File: src/rtl/tmr_pkg.sv
// Package: shared constants for the dual countdown timer.
// Assumes a 32-bit register word whose top three bits are control flags.
package tmr_pkg;
    localparam int WORD_W  = 32;
    localparam int RUN_BIT = 31;
    localparam int RPT_BIT = 30;
    localparam int RSV_BIT = 29;
    localparam int CNT_W   = RSV_BIT;   // bits 28..0 hold the count
    localparam int N_TMR   = 2;

    // word indices on the register bus
    localparam int IDX_CFG0 = 0;
    localparam int IDX_VAL0 = 1;
    localparam int IDX_CFG1 = 2;
    localparam int IDX_VAL1 = 3;
    localparam int IDX_FREE = 4;
endpackage

File: src/rtl/tmr_channel.sv
// One countdown channel. It holds the configuration word, the live counter
// and the pending interrupt. Assumes tick is a single-cycle strobe and that
// cfg_wr and val_rd are already decoded for this channel.
module tmr_channel
    import tmr_pkg::*;
(
    input  logic              clk,
    input  logic              rst_n,
    input  logic              tick,
    input  logic              cfg_wr,
    input  logic [WORD_W-1:0] wdata,
    input  logic              val_rd,
    output logic [WORD_W-1:0] cfg_q,
    output logic [CNT_W-1:0]  cnt_q,
    output logic              irq
);
    logic run;
    logic reload;
    logic last_step;
    logic expire;

    assign run       = cfg_q[RUN_BIT];
    assign reload    = cfg_q[RPT_BIT];
    assign last_step = (cnt_q <= CNT_W'(1));
    assign expire    = tick && run && !cfg_wr && last_step;

    // Configuration word: written by software, run flag dropped after one-shot expiry.
    always_ff @(posedge clk) begin
        if (!rst_n) begin
            cfg_q <= '0;
        end else if (cfg_wr) begin
            cfg_q <= wdata;
        end else if (expire && !reload) begin
            cfg_q[RUN_BIT] <= 1'b0;
        end
    end

    // Counter: load on write, reload or park on expiry, otherwise step down per tick.
    always_ff @(posedge clk) begin
        if (!rst_n) begin
            cnt_q <= '0;
        end else if (cfg_wr) begin
            cnt_q <= wdata[CNT_W-1:0];
        end else if (expire) begin
            cnt_q <= reload ? cfg_q[CNT_W-1:0] : '0;
        end else if (tick && run) begin
            cnt_q <= cnt_q - CNT_W'(1);
        end
    end

    // Pending interrupt: expiry sets it and wins over a same-cycle acknowledge.
    always_ff @(posedge clk) begin
        if (!rst_n) begin
            irq <= 1'b0;
        end else if (expire) begin
            irq <= 1'b1;
        end else if (val_rd) begin
            irq <= 1'b0;
        end
    end

    p_expire_raises_r3: assert property (@(posedge clk) disable iff (!rst_n)
        expire |=> irq);
    p_step_down_r2: assert property (@(posedge clk) disable iff (!rst_n)
        (tick && run && !cfg_wr && !last_step) |=> (cnt_q == $past(cnt_q) - CNT_W'(1)));
    p_hold_stopped_r2: assert property (@(posedge clk) disable iff (!rst_n)
        (!run && !cfg_wr) |=> $stable(cnt_q));
    p_oneshot_stops_r5: assert property (@(posedge clk) disable iff (!rst_n)
        (expire && !reload) |=> (!cfg_q[RUN_BIT] && cnt_q == '0));
    p_repeat_reloads_r4: assert property (@(posedge clk) disable iff (!rst_n)
        (expire && reload) |=> (cfg_q[RUN_BIT] && cnt_q == $past(cfg_q[CNT_W-1:0])));
    p_irq_sticky_r6: assert property (@(posedge clk) disable iff (!rst_n)
        (irq && !val_rd) |=> irq);
    p_ack_clears_r6: assert property (@(posedge clk) disable iff (!rst_n)
        (val_rd && !expire) |=> !irq);
    p_write_wins_r12: assert property (@(posedge clk) disable iff (!rst_n)
        cfg_wr |=> (cnt_q == $past(wdata[CNT_W-1:0])));
endmodule

File: src/rtl/tmr_free_counter.sv
// Free-running tick counter of USEC_W bits that wraps at its top.
// Assumes tick is a single-cycle strobe. The counter has no write path.
module tmr_free_counter #(
    parameter int USEC_W = 32
) (
    input  logic              clk,
    input  logic              rst_n,
    input  logic              tick,
    output logic [USEC_W-1:0] count
);
    // Counts every tick, wrapping naturally.
    always_ff @(posedge clk) begin
        if (!rst_n) begin
            count <= '0;
        end else if (tick) begin
            count <= count + USEC_W'(1);
        end
    end

    p_idle_stable_r8: assert property (@(posedge clk) disable iff (!rst_n)
        !tick |=> $stable(count));
endmodule

File: src/rtl/tmr_bus_decode.sv
// Bus decode: turns the word index and strobes into per-channel write and
// acknowledge selects. Assumes one access per cycle.
module tmr_bus_decode
    import tmr_pkg::*;
#(
    parameter int ADDR_W = 3
) (
    input  logic [ADDR_W-1:0] addr,
    input  logic              rd,
    input  logic              wr,
    output logic [N_TMR-1:0]  cfg_wr,
    output logic [N_TMR-1:0]  val_rd
);
    // One decode pair per channel; the config word sits at 2*i, the value word at 2*i+1.
    for (genvar i = 0; i < N_TMR; i++) begin : g_sel
        localparam int CFG_IDX = 2 * i;
        localparam int VAL_IDX = 2 * i + 1;
        assign cfg_wr[i] = wr && (addr == ADDR_W'(CFG_IDX));
        assign val_rd[i] = rd && (addr == ADDR_W'(VAL_IDX));
    end
endmodule

File: src/rtl/dual_tick_timer.sv
// Top level: two countdown channels, a free-running tick counter and a
// registered read port. Assumes tick comes from an external prescaler and
// that software acknowledges an interrupt by reading the present-value word.
module dual_tick_timer
    import tmr_pkg::*;
#(
    parameter int ADDR_W = 3,
    parameter int USEC_W = 32
) (
    input  logic              clk,
    input  logic              rst_n,
    input  logic [ADDR_W-1:0] bus_addr,
    input  logic              bus_rd,
    input  logic              bus_wr,
    input  logic [WORD_W-1:0] bus_wdata,
    output logic [WORD_W-1:0] bus_rdata,
    input  logic              tick,
    output logic              irq_t0,
    output logic              irq_t1
);
    logic [N_TMR-1:0]  cfg_wr;
    logic [N_TMR-1:0]  val_rd;
    logic [N_TMR-1:0]  irq_vec;
    logic [WORD_W-1:0] cfg_w [N_TMR];
    logic [CNT_W-1:0]  cnt_w [N_TMR];
    logic [USEC_W-1:0] free_cnt;
    logic [WORD_W-1:0] rd_mux;

    tmr_bus_decode #(.ADDR_W(ADDR_W)) i_dec (
        .addr   (bus_addr),
        .rd     (bus_rd),
        .wr     (bus_wr),
        .cfg_wr (cfg_wr),
        .val_rd (val_rd)
    );

    for (genvar i = 0; i < N_TMR; i++) begin : g_tmr
        tmr_channel i_ch (
            .clk    (clk),
            .rst_n  (rst_n),
            .tick   (tick),
            .cfg_wr (cfg_wr[i]),
            .wdata  (bus_wdata),
            .val_rd (val_rd[i]),
            .cfg_q  (cfg_w[i]),
            .cnt_q  (cnt_w[i]),
            .irq    (irq_vec[i])
        );
    end

    tmr_free_counter #(.USEC_W(USEC_W)) i_free (
        .clk   (clk),
        .rst_n (rst_n),
        .tick  (tick),
        .count (free_cnt)
    );

    assign irq_t0 = irq_vec[0];
    assign irq_t1 = irq_vec[1];

    // Read selection for the addressed word.
    always_comb begin
        case (bus_addr)
            ADDR_W'(IDX_CFG0): rd_mux = cfg_w[0];
            ADDR_W'(IDX_VAL0): rd_mux = WORD_W'(cnt_w[0]);
            ADDR_W'(IDX_CFG1): rd_mux = cfg_w[1];
            ADDR_W'(IDX_VAL1): rd_mux = WORD_W'(cnt_w[1]);
            ADDR_W'(IDX_FREE): rd_mux = WORD_W'(free_cnt);
            default:           rd_mux = '0;
        endcase
    end

    // Registered read data, captured on a read strobe.
    always_ff @(posedge clk) begin
        if (!rst_n) begin
            bus_rdata <= '0;
        end else if (bus_rd) begin
            bus_rdata <= rd_mux;
        end
    end

    p_unmapped_zero_r10: assert property (@(posedge clk) disable iff (!rst_n)
        (bus_rd && bus_addr > ADDR_W'(IDX_FREE)) |=> (bus_rdata == '0));
    p_rdata_held_r10: assert property (@(posedge clk) disable iff (!rst_n)
        !bus_rd |=> $stable(bus_rdata));
    p_ack_isolated_r9: assert property (@(posedge clk) disable iff (!rst_n)
        (irq_t1 && !val_rd[1]) |=> irq_t1);
endmodule

File: config.mk
export PLATFORM = sky130hd
export DESIGN_NAME = dual_tick_timer
export DESIGN_NICKNAME = d
export VERILOG_FILES = /design/src/rtl/tmr_pkg.sv /design/src/rtl/tmr_channel.sv /design/src/rtl/tmr_free_counter.sv /design/src/rtl/tmr_bus_decode.sv /design/src/rtl/dual_tick_timer.sv
export SDC_FILE = /design/constraint.sdc
export NUM_CORES = 1
export LEC_CHECK = 0
export BUFFER_PORTS_ARGS = -buffer_cell sky130_fd_sc_hd__buf_2
export CORE_UTILIZATION = 55
export DETAILED_ROUTE_END_ITERATION = 10
export HOLD_SLACK_MARGIN = 0.1
export PLACE_DENSITY = 0.85
export SLEW_MARGIN = 25
export SYNTH_ARGS = -nofsm -noshare
export SYNTH_HDL_FRONTEND = slang
export SYNTH_SLANG_ARGS = --single-unit
File: constraint.sdc
create_clock -name clk -period 7.7 [get_ports clk]
set_input_delay 1.54 -clock clk [delete_from_list [all_inputs] [get_ports clk]]
set_output_delay 1.54 -clock clk [all_outputs]
set_load 0.05 [all_outputs]
==> results.md <==
* Post-synthesis share of cell area spent on xor and xnor gates at roughly 6.1%
* Highest achievable clock rate at about 0.23 GHz
* Worst min path class: reg -> reg
* Detailed-route via count at about 11000
* DRC violations left at 0
* Reg clk slew, reported paths at 0.07 ns
* Wire length of the first global-routing pass at approximately 52000 um
* Level count of the clock H-tree at 4
* Total global routing track utilization at between 30% and 40%
* Flip-flop and latch count after synthesis at between 150 and 200
* Number of antenna-violating nets in the routed design at 0
* Area fraction in compound gates after synthesis at around 22%
* Mean Syn Cell Area at between 7 and 8 um^2
* Ratio of routed vias to standard cells at between 6 and 7
* Maximum root-to-sink buffer count at 2
* Slew at the pin with the worst max-slew slack at roughly 1.1 ns
* Final weighted congestion in routability-driven placement at 0.948
* Starting DRT DRC Count at 1362
* Number of enable flip-flop cells after synthesis at 0
* Fraction of registers with async set/reset at 0%
* Number of buffers inserted by port buffering at between 70 and 80
* Leading area contributor after synthesis: sky130_fd_sc_hd__dfxtp_1
* Register-to-register setup slack at 4.08 ns
* Crit end category: flip-flop
* Maximum number of pins on one net before global-route repair at ~110
* RSZ-0062 raised after global routing: no
* Fraction of power consumed by the clock network at about two fifths
* Main combinational cell family by area after synthesis: simple AND/OR/NAND/NOR gates
* Worst-skew pair later-pin latency at between 0.4 and 0.5 ns
* Total detailed-routing wirelength at about 33000 um
* Simple-gate share of the synthesized area at 25.2%
* Detailed placer's ending HPWL at about 22000 um
* Nets at 1401
* Clock tree from TritonCTS: yes
* Cell area after layout at around 12000 um^2
* Sequential fraction of the synthesis area at a little over a third
* Cell count after placement at about 1600
* TritonCTS sink count at roughly 190
* Setup Buffers After CTS at 0
* Outcome: finished clean
* Instance count of the mapped netlist at around 1400
* Switch share at between 20% and 30%
* Area post-placement at 10900 um^2
* Path type of the worst setup path: in -> reg
* Critical Path Fanout Max at between 40 and 50
* Count of final hold-check violations at 0
* Clk Tree Root Cell: sky130_fd_sc_hd__clkbuf_16
* Die ar. at 19600 um^2
* Number of max-capacitance violations reported at 0
* Yosys cell types at between 60 and 70
* Static Leak at approximately 4.3 nW
* Synth Warn # at 0
* Placeable Area at 18700 um^2
* Share of the cycle needed by the critical path after routing at a little under three fifths
* Setup violations, final at 0
* Setup TNS at 0 ns
* Worst vdd ir at ~0.00014 V
* Worst setup skew after layout at a little under 0.009 ns
* Cts bufs inserted at 17
* Post-cts resize count at 0
* Required @ worst endpoint at roughly 8.1 ns
* Arithmetic-cell share of the synthesized area counting full adders, half adders and majority gates at less than 1%
* Total standard cell area after synthesis at about 10000 um^2
* Std-Cell Rows at 50
* Drt first pass iters at 5
* Critical path launch point type: input port
* Synthesis-to-finish area growth at 9.77%
* Share of the core filled with cells in the final layout at 61.5%
* Starting utilization of the core area at between 50% and 60%
* Remaining max-slew budget at the tightest pin at 27.3%
* Overall overflow remaining after global route at 0
* Total net switching power at 0.697 mW
* Mux share of post-synthesis cell area at 4.02%
* Post-Layout Cell Count at ~1600
* Post-detailed-route wirelength per cell at 20.8 um
* Total power density per cell area at 204 nW/um^2
* Width of the chip at 140 um
* Ports at 74
* Shortest period the worst path allows at between 4 and 5 ns
* Sequential cell fraction of total power at 43.5%
* Most area-consuming cells after synthesis: sky130_fd_sc_hd__dfxtp_1, sky130_fd_sc_hd__nand2_1, sky130_fd_sc_hd__a21boi_0, sky130_fd_sc_hd__o21ai_0, sky130_fd_sc_hd__mux2i_1
* Final-report max-slew violation count at 0
* Fraction of layout cells with a size suffix above 1 at 10.4%
* Cts hold-fix bufs at 0
* Cell-internal power at 1.65 mW
* Portion of synthesized cell area occupied by the leading cell type at about 36%
* Number of antenna diodes at 0
* Nets in the synthesized netlist at between 1000 and 1500
* Dominant register cell in the synthesized netlist: sky130_fd_sc_hd__dfxtp_1
* Data arrival at the endpoint of the critical path at about 4.8 ns
* Number of global-route vias before repair at a little under 10000
* Combinational share of power at between 10% and 20%
* Height of the die at approximately 140 um
* Antenna violations before repair at 0
per-stage QoR:
step           power (mW)  hold WS, ns  setup WS, ns
2_1_floorplan        1.32        0.443          4.06
3_3_place_gp         1.41        0.458          3.07
3_5_place_dp         1.42        0.464          2.99
4_1_cts              2.33        0.474          3.43
5_1_grt              2.42        0.505          3.26
6_report             2.35        0.472          3.29
power by group through the flow:
stage	Clock, mW	Combinational [mW]	Sequential (mW)
after CTS	0.931	0.380	1.02
after floorplan	0	0.285	1.04
final	0.934	0.393	1.02
after detailed placement	0	0.376	1.04
after global routing	0.971	0.420	1.02
after global placement	0	0.368	1.04
registers in the layout, summed over array words and instances, names as in the netlist:
signal / cells
i_free.count: 32
bus_rdata: 32
g_tmr.i_ch.cnt_q: 58
g_tmr.i_ch.irq: 2
g_tmr.i_ch.cfg_q: 64
cell usage in the layout, fill, tap and decap left out, types with 17 or more instances in the layout:
| master | instances |
|---|---|
| sky130_fd_sc_hd__clkbuf_16 | 17 |
| sky130_fd_sc_hd__xor2_1 | 36 |
| sky130_fd_sc_hd__o21ai_0 | 98 |
| sky130_fd_sc_hd__and3_1 | 19 |
| sky130_fd_sc_hd__a21boi_0 | 72 |
| sky130_fd_sc_hd__o22ai_1 | 32 |
| sky130_fd_sc_hd__a221oi_1 | 31 |
| sky130_fd_sc_hd__inv_1 | 43 |
| sky130_fd_sc_hd__nor2_1 | 49 |
| sky130_fd_sc_hd__buf_2 | 72 |
| sky130_fd_sc_hd__nor4_1 | 17 |
| sky130_fd_sc_hd__nand3_1 | 37 |
| sky130_fd_sc_hd__and2_1 | 61 |
| sky130_fd_sc_hd__nor3_1 | 33 |
| sky130_fd_sc_hd__buf_4 | 18 |
| sky130_fd_sc_hd__dfxtp_1 | 188 |
| sky130_fd_sc_hd__a21oi_1 | 45 |
| sky130_fd_sc_hd__nand2_1 | 237 |
| sky130_fd_sc_hd__xnor2_1 | 37 |
| sky130_fd_sc_hd__mux2i_1 | 41 |
per-layer routing:
metal,GRT usage [%],wire [um],vias to the layer above
li1,-,-,4788
met1,43.1,13200,4963
met2,51.6,14500,691
met3,8.27,3500,147
met4,21.8,2140,0
met5,0,0,-
worst paths after layout:
path                                        startpoint                                    to  depth (start not counted)
setup / recovery                           bus_addr[1]  g_tmr[1].i_ch.cnt_q[14]$_SDFFE_PN0P_                         10
setup reg to reg   g_tmr[0].i_ch.cnt_q[5]$_SDFFE_PN0P_  g_tmr[0].i_ch.cnt_q[22]$_SDFFE_PN0P_                          7
hold / removal    g_tmr[1].i_ch.cfg_q[29]$_SDFFE_PN0P_  g_tmr[1].i_ch.cfg_q[29]$_SDFFE_PN0P_                          2
hold reg to reg   g_tmr[1].i_ch.cfg_q[29]$_SDFFE_PN0P_  g_tmr[1].i_ch.cfg_q[29]$_SDFFE_PN0P_                          2
synth_stat cells, types with 6 or more instances:
cell and count:
sky130_fd_sc_hd__nor2b_1 15, sky130_fd_sc_hd__buf_2 8, sky130_fd_sc_hd__nor4_1 17, sky130_fd_sc_hd__or4_1 9, sky130_fd_sc_hd__nand4_1 14, sky130_fd_sc_hd__a31oi_1 13, sky130_fd_sc_hd__mux2i_1 41, sky130_fd_sc_hd__a22o_1 8
sky130_fd_sc_hd__nand3_1 37, sky130_fd_sc_hd__nand2_1 239, sky130_fd_sc_hd__a21oi_1 45, sky130_fd_sc_hd__nor2_1 50, sky130_fd_sc_hd__xnor2_1 37, sky130_fd_sc_hd__and2_1 61, sky130_fd_sc_hd__clkbuf_1 88, sky130_fd_sc_hd__nor3_1 35
sky130_fd_sc_hd__or3_1 15, sky130_fd_sc_hd__a221oi_1 31, sky130_fd_sc_hd__a21boi_0 72, sky130_fd_sc_hd__dfxtp_1 188, sky130_fd_sc_hd__xor2_1 36, sky130_fd_sc_hd__o211ai_1 12, sky130_fd_sc_hd__o22ai_1 32, sky130_fd_sc_hd__and3_1 19
sky130_fd_sc_hd__o21ai_0 98, sky130_fd_sc_hd__buf_1 6, sky130_fd_sc_hd__inv_1 43
cell type report:
cell class | count | area, um^2
fill | 1549 | 7200
multi-input combinational | 1016 | 6170
sequential | 188 | 3760
timing repair buffer | 90 | 495
clock buffer | 18 | 429
tap | 234 | 293
clock inverter | 14 | 185
inverter | 43 | 161
kinds of logic after synthesis:
| logic type | after synthesis |
|---|---|
| AO/OA/AOI/OAI | 354 |
| AND/OR/NAND/NOR | 542 |
| multiplexers | 42 |
| XOR/XNOR | 73 |
| adder cells (fa/ha/maj) | 5 |
| flip-flops | 188 |
| buffers and inverters | 148 |
critical path, cell delays in order:
cell and delay [ns]:
sky130_fd_sc_hd__buf_2 0.07, sky130_fd_sc_hd__buf_4 0.55, sky130_fd_sc_hd__nor4bb_4 0.39, sky130_fd_sc_hd__buf_4 0.50, sky130_fd_sc_hd__nor3_1 0.14, sky130_fd_sc_hd__and4b_1 0.25, sky130_fd_sc_hd__a2bb2o_1 0.39, sky130_fd_sc_hd__buf_4 0.29
sky130_fd_sc_hd__or3_1 0.40, sky130_fd_sc_hd__a31oi_1 0.16
Note: power is estimated with default switching activity, not from simulation.
